**src/rtl/ocp_pkg.sv**
```systemverilog
package ocp_pkg;
  typedef enum logic [2:0] {
    OCM_HOLD   = 3'b000,
    OCM_SET    = 3'b001,
    OCM_CLR    = 3'b010,
    OCM_TOGGLE = 3'b011,
    OCM_LOW    = 3'b100,
    OCM_HIGH   = 3'b101,
    OCM_PWM1   = 3'b110,
    OCM_PWM2   = 3'b111
  } ocm_e;

  typedef struct packed {
    logic eq;
    logic lt;
    logic gt;
  } cmp_res_t;
endpackage

```
**src/rtl/ocp_cmp_shadow.sv**
```systemverilog
module ocp_cmp_shadow #(
  parameter int CNT_W = 16
) (
  input  logic             clk,
  input  logic             rst_n,
  input  logic             wr_valid_i,
  input  logic [CNT_W-1:0] wr_data_i,
  input  logic             upd_i,
  output logic [CNT_W-1:0] cmp_act_o
);
  logic [CNT_W-1:0] pre_q;
  logic [CNT_W-1:0] act_q;

  always_ff @(posedge clk or negedge rst_n) begin
    if (!rst_n) begin
      pre_q <= '0;
      act_q <= '0;
    end else begin
      if (wr_valid_i) pre_q <= wr_data_i;
      if (upd_i)      act_q <= wr_valid_i ? wr_data_i : pre_q;
    end
  end

  assign cmp_act_o = act_q;
endmodule

```
**src/rtl/ocp_ref_gen.sv**
```systemverilog
module ocp_ref_gen
  import ocp_pkg::*;
#(
  parameter int CNT_W = 16
) (
  input  logic             clk,
  input  logic             rst_n,
  input  logic [CNT_W-1:0] cnt_i,
  input  logic             cnt_down_i,
  input  logic [CNT_W-1:0] cmp_i,
  input  logic [2:0]       mode_i,
  output logic             ref_o,
  output logic             match_o
);
  cmp_res_t res;
  logic     pwm1_act;
  logic     ref_d;
  logic     ref_q;
  logic     match_q;

  always_comb begin
    res.eq = (cnt_i == cmp_i);
    res.lt = (cnt_i <  cmp_i);
    res.gt = (cnt_i >  cmp_i);
  end

  // Down-counting moves the PWM threshold by one for centred pulses.
  assign pwm1_act = cnt_down_i ? !res.gt : res.lt;

  always_comb begin
    ref_d = ref_q;
    unique case (ocm_e'(mode_i))
      OCM_HOLD:   ref_d = ref_q;
      OCM_SET:    if (res.eq) ref_d = 1'b1;
      OCM_CLR:    if (res.eq) ref_d = 1'b0;
      OCM_TOGGLE: if (res.eq) ref_d = !ref_q;
      OCM_LOW:    ref_d = 1'b0;
      OCM_HIGH:   ref_d = 1'b1;
      OCM_PWM1:   ref_d = pwm1_act;
      OCM_PWM2:   ref_d = !pwm1_act;
      default:    ref_d = ref_q;
    endcase
  end

  always_ff @(posedge clk or negedge rst_n) begin
    if (!rst_n) begin
      ref_q   <= 1'b0;
      match_q <= 1'b0;
    end else begin
      ref_q   <= ref_d;
      match_q <= res.eq;
    end
  end

  assign ref_o   = ref_q;
  assign match_o = match_q;
endmodule

```
**src/rtl/ocp_pin_stage.sv**
```systemverilog
module ocp_pin_stage (
  input  logic ref_i,
  input  logic pol_i,
  input  logic en_i,
  output logic pin_o
);
  logic active_lvl;
  logic idle_lvl;

  assign active_lvl = ref_i ^ pol_i;
  assign idle_lvl   = pol_i;
  assign pin_o      = en_i ? active_lvl : idle_lvl;
endmodule

```
**src/rtl/ocp_channel.sv**
```systemverilog
module ocp_channel #(
  parameter int CNT_W = 16
) (
  input  logic             clk,
  input  logic             rst_n,
  input  logic [CNT_W-1:0] cnt_i,
  input  logic             cnt_down_i,
  input  logic             upd_i,
  input  logic             cmp_valid_i,
  output logic             cmp_ready_o,
  input  logic [CNT_W-1:0] cmp_data_i,
  input  logic [2:0]       mode_i,
  input  logic             pol_i,
  input  logic             out_en_i,
  output logic             pin_o,
  output logic             match_o
);
  logic [CNT_W-1:0] cmp_act;
  logic             ref_q;

  assign cmp_ready_o = 1'b1;

  ocp_cmp_shadow #(.CNT_W(CNT_W)) u_shadow (
    .clk       (clk),
    .rst_n     (rst_n),
    .wr_valid_i(cmp_valid_i),
    .wr_data_i (cmp_data_i),
    .upd_i     (upd_i),
    .cmp_act_o (cmp_act)
  );

  ocp_ref_gen #(.CNT_W(CNT_W)) u_ref (
    .clk       (clk),
    .rst_n     (rst_n),
    .cnt_i     (cnt_i),
    .cnt_down_i(cnt_down_i),
    .cmp_i     (cmp_act),
    .mode_i    (mode_i),
    .ref_o     (ref_q),
    .match_o   (match_o)
  );

  ocp_pin_stage u_pin (
    .ref_i(ref_q),
    .pol_i(pol_i),
    .en_i (out_en_i),
    .pin_o(pin_o)
  );
endmodule

```
**config.mk**
```make
export PLATFORM = sky130hd
export DESIGN_NAME = ocp_channel
export DESIGN_NICKNAME = d
export VERILOG_FILES = /design/src/rtl/ocp_pkg.sv /design/src/rtl/ocp_cmp_shadow.sv /design/src/rtl/ocp_ref_gen.sv /design/src/rtl/ocp_pin_stage.sv /design/src/rtl/ocp_channel.sv
export SDC_FILE = /design/constraint.sdc
export NUM_CORES = 1
export LEC_CHECK = 0
export BUFFER_PORTS_ARGS = -buffer_cell sky130_fd_sc_hd__buf_2
export CAP_MARGIN = 20
export CELL_PAD_IN_SITES_DETAIL_PLACEMENT = 0
export CELL_PAD_IN_SITES_GLOBAL_PLACEMENT = 1
export CORE_UTILIZATION = 43
export DETAILED_ROUTE_END_ITERATION = 8
export HOLD_SLACK_MARGIN = 0.15
export PLACE_DENSITY_LB_ADDON = 0.1
export SLEW_MARGIN = 0
export SYNTH_ARGS = -nofsm -noshare
export SYNTH_HDL_FRONTEND = slang
export SYNTH_SLANG_ARGS = --single-unit
export TNS_END_PERCENT = 1
```
**constraint.sdc**
```tcl
create_clock -name clk -period 3.7 [get_ports clk]
set_clock_uncertainty 0.15 [all_clocks]
set_input_delay 0.74 -clock clk [delete_from_list [all_inputs] [get_ports clk]]
set_output_delay 0.74 -clock clk [all_outputs]
set_load 0.02 [all_outputs]
```
==> summary.md <==
| Metric | Value |
|---|---|
| Hold Crit Class | `reg2reg` |
| Critical Path End | `u_ref.ref_o$_DFFE_PN0P_` |
| Slew Limit Fails | `0` |
| CP max FO | `5` |
| Crit-path max cell delay | `0.39 ns` |
| Synth Instances | `163` |
| # DRC | `0` |
| CTS Root Cell | `clkbuf_8` |
| Setup Buffers After CTS | `0` |
| Critical Path AT | `2.24 ns` |
| Synthesized net count | `221` |
| Final setup vio count | `0` |
| Setup crit start kind | `primary input` |
| Setup crit start | `cnt_i[14]` |
| Final period utilization | `0.591` |
| Cell chain of the critical path | `buf_2 > ha_1 > nand4_4 > or3_1 > a21o_1 > and3_4 > o211ai_2` |
| Hold path cells | `1` |
| Achievable Freq | `0.458 GHz` |
| Reg2reg end | `u_ref.ref_o$_DFFE_PN0P_` |
| Outcome | `finished clean` |
| Worst path slowest cell | `or3_1` |
| FF+latch count, synth | `34` |
| # fillers | `349` |
| Die X-Extent | `66.1 um` |
| Number of cells on the critical path | `7` |
| WP buf/inv | `1` |
| Pwr Density | `422 nW/um^2` |
| Worst relative slew slack | `0.498` |
| Antenna diode count | `0` |
| Port buffer count | `43` |
| Setup TNS Final | `0 ns` |
| Post-synth cell types | `33` |
| Share of post-route cells with drive strength above 1 | `0.346` |
| Fin util | `0.554` |
| Pre-antenna DRT Iters | `4` |
| Wirelength, routed | `3350 um` |
| Die area | `4370 sq um` |
| Synth-to-Final Area Change | `19.2%` |
| Mapped cell area | `1770 sq um` |
| Tmin final | `2.19 ns` |
| Hold_buf cts | `0` |
| Vias in the first global route | `1,273` |
| Yosys Warn Count | `0` |
| Least-Margin Pin Slew | `0.753 ns` |
| Gr ovfl total | `0` |
| Core area | `3800 sq um` |
| Flop2flop setup slack | `1.69 ns` |
| Fin Hold WS | `0.349 ns` |
| Worst setup EP type | `flop` |
| Initial antenna violation count | `0` |
| Core Rows | `22` |
| Leakage | `1.04 nW` |
| Maximum vdd drop | `193 uV` |
| Mean Syn Cell Area | `10.8 sq um` |
| Vias | `1,283` |
| Starting Density | `0.465` |
| # resized after CTS | `0` |
| # Max-Cap Violations | `0` |
| Worst EP required | `3.75 ns` |
| RR Startpoint | `u_shadow.cmp_act_o[14]$_DFFE_PN0P_` |
| R2R depth | `7` |
| Pin count of the biggest net entering global routing | `35` |
| First-pass GRT wire length | `5630 um` |
| Final net count | `265` |
| Unrepaired setup endpoints after global routing | `false` |
| DR iter-0 viols | `26` |
| Sequential element share of the synthesized area | `0.482` |
| Sinks on Clock Net | `34` |
| Gr usage total | `0.181` |
| Final Hold Viols | `0` |
| Reg clk slew, reported paths | `0.07 ns` |
| CTS tree | `yes` |
| CTS Buf Count | `5` |
| IO Count | `45` |
| Dpl hpwl | `2550 um` |
| Chip height | `66.1 um` |
| Vias per cell | `5.01` |
| Delay-heaviest family, CP | `simple AND/OR/NAND/NOR gates` |
| WL/cell | `13.1 um` |
| Setup CP Type | `in2reg` |
| Final ANT Viol Nets | `0` |
| Routability cong. | `0.717` |
| Clk buf depth | `2` |
| H-Tree Depth | `2` |
| Skew-Pair Late Insertion Delay | `0.28 ns` |
[routing by layer]
metal / GRT usage / wire, um / up-vias
met4: 0.0798 / 60 / 0
li1: - / - / 642
met5: 0 / 0 / -
met3: 0.0569 / 156 / 4
met2: 0.297 / 1600 / 33
met1: 0.216 / 1530 / 604
[registers in the layout, summed over array words and instances (netlist names)]
name / count
u_ref.match_o: 1
u_ref.ref_o: 1
u_shadow.cmp_act_o: 16
u_shadow.pre_q: 16
[cells in the mapped netlist]
cell / count / area share
xnor2_1: 1 / 0.0050
nor2_1: 3 / 0.0064
buf_4: 1 / 0.0043
nand2_1: 19 / 0.040
a211oi_1: 2 / 0.0085
nand3_1: 2 / 0.0057
nand4_4: 1 / 0.012
o21ai_0: 16 / 0.045
nand2b_1: 1 / 0.0035
ha_1: 16 / 0.11
clkbuf_1: 3 / 0.0064
mux2_2: 17 / 0.11
a31oi_1: 1 / 0.0035
and3b_1: 1 / 0.0050
nor4_4: 1 / 0.012
a21oi_1: 8 / 0.023
nand4_1: 3 / 0.011
nor3_1: 1 / 0.0028
buf_2: 1 / 0.0028
nand4_2: 1 / 0.0071
buf_1: 1 / 0.0021
mux2i_1: 1 / 0.0057
dfrtp_1: 34 / 0.48
conb_1: 1 / 0.0021
and3_4: 1 / 0.0064
o21a_1: 1 / 0.0043
nor2b_1: 2 / 0.0071
or3_1: 1 / 0.0035
inv_1: 18 / 0.038
o211ai_1: 1 / 0.0043
o211ai_2: 1 / 0.0071
and4bb_1: 1 / 0.0071
a21o_1: 1 / 0.0043
[layout by cell type (no fill, tap or decap), types with 2 or more instances in the layout]
| cell type | count |
|---|---|
| a211oi_1 | 2 |
| a21oi_1 | 8 |
| buf_2 | 43 |
| clkbuf_8 | 6 |
| dfrtp_1 | 34 |
| ha_1 | 16 |
| inv_1 | 18 |
| mux2_2 | 17 |
| nand2_1 | 19 |
| nand3_1 | 2 |
| nand4_1 | 3 |
| nor2_1 | 3 |
| nor2b_1 | 2 |
| o21ai_0 | 16 |
[power breakdown]
part	switching, W	leakage, nW	internal [W]	total [W]
clock	0.000128	0.0482	0.000150	0.000278
sequential	0.0000131	0.407	0.000412	0.000426
combinational	0.0000998	0.589	0.0000846	0.000184
[metrics by stage]
stage | setup slack (ns) | cells | cell area (sq um) | power, W
2_1_floorplan | 1.43 | 163 | 1770 | 0.000558
3_3_place_gp | 1.27 | 248 | 2010 | 0.000610
3_5_place_dp | 1.20 | 248 | 2010 | 0.000620
4_1_cts | 1.51 | 256 | 2100 | 0.000900
5_1_grt | 1.37 | 256 | 2100 | 0.000943
6_report | 1.51 | 256 | 2100 | 0.000888
[logic make-up after synthesis]
kind of cell / count (synthesis) / share of synthesized area
and+or+nand+nor: 38 / 0.130
DFF: 34 / 0.482
AOI/OAI and AO/OA: 31 / 0.0999
buffers and inverters: 24 / 0.0539
muxes: 18 / 0.114
adders and majority gates: 16 / 0.113
other: 1 / 0.00212
xor gates and xnor gates: 1 / 0.00496
[worst min-delay path by stage]
stage / start / end / slack (ns)
after global routing: u_shadow.pre_q[12]$_DFF_PN0_ / u_shadow.pre_q[12]$_DFF_PN0_ / 0.36
after CTS: u_shadow.pre_q[10]$_DFF_PN0_ / u_shadow.pre_q[10]$_DFF_PN0_ / 0.35
after detailed placement: u_shadow.pre_q[10]$_DFF_PN0_ / u_shadow.pre_q[10]$_DFF_PN0_ / 0.34
final: u_shadow.pre_q[15]$_DFF_PN0_ / u_shadow.pre_q[15]$_DFF_PN0_ / 0.35
after global placement: u_shadow.pre_q[0]$_DFF_PN0_ / u_shadow.pre_q[0]$_DFF_PN0_ / 0.33
after floorplan: rst_n / u_ref.match_o$_DFF_PN0_ / 0.29
[layout make-up]
cell class,instances,area [sq um],share of cell area
repair buffers,43,215,0.102
clock buffers,7,86.3,0.0410
inverters,18,67.6,0.0321
multi-input cells,105,820,0.389
clock inverters,1,5.00,0.00238
well taps,48,60.1,0.0285
flip-flops and latches,34,851,0.404
No activity file was read; power rests on OpenSTA's default activity.
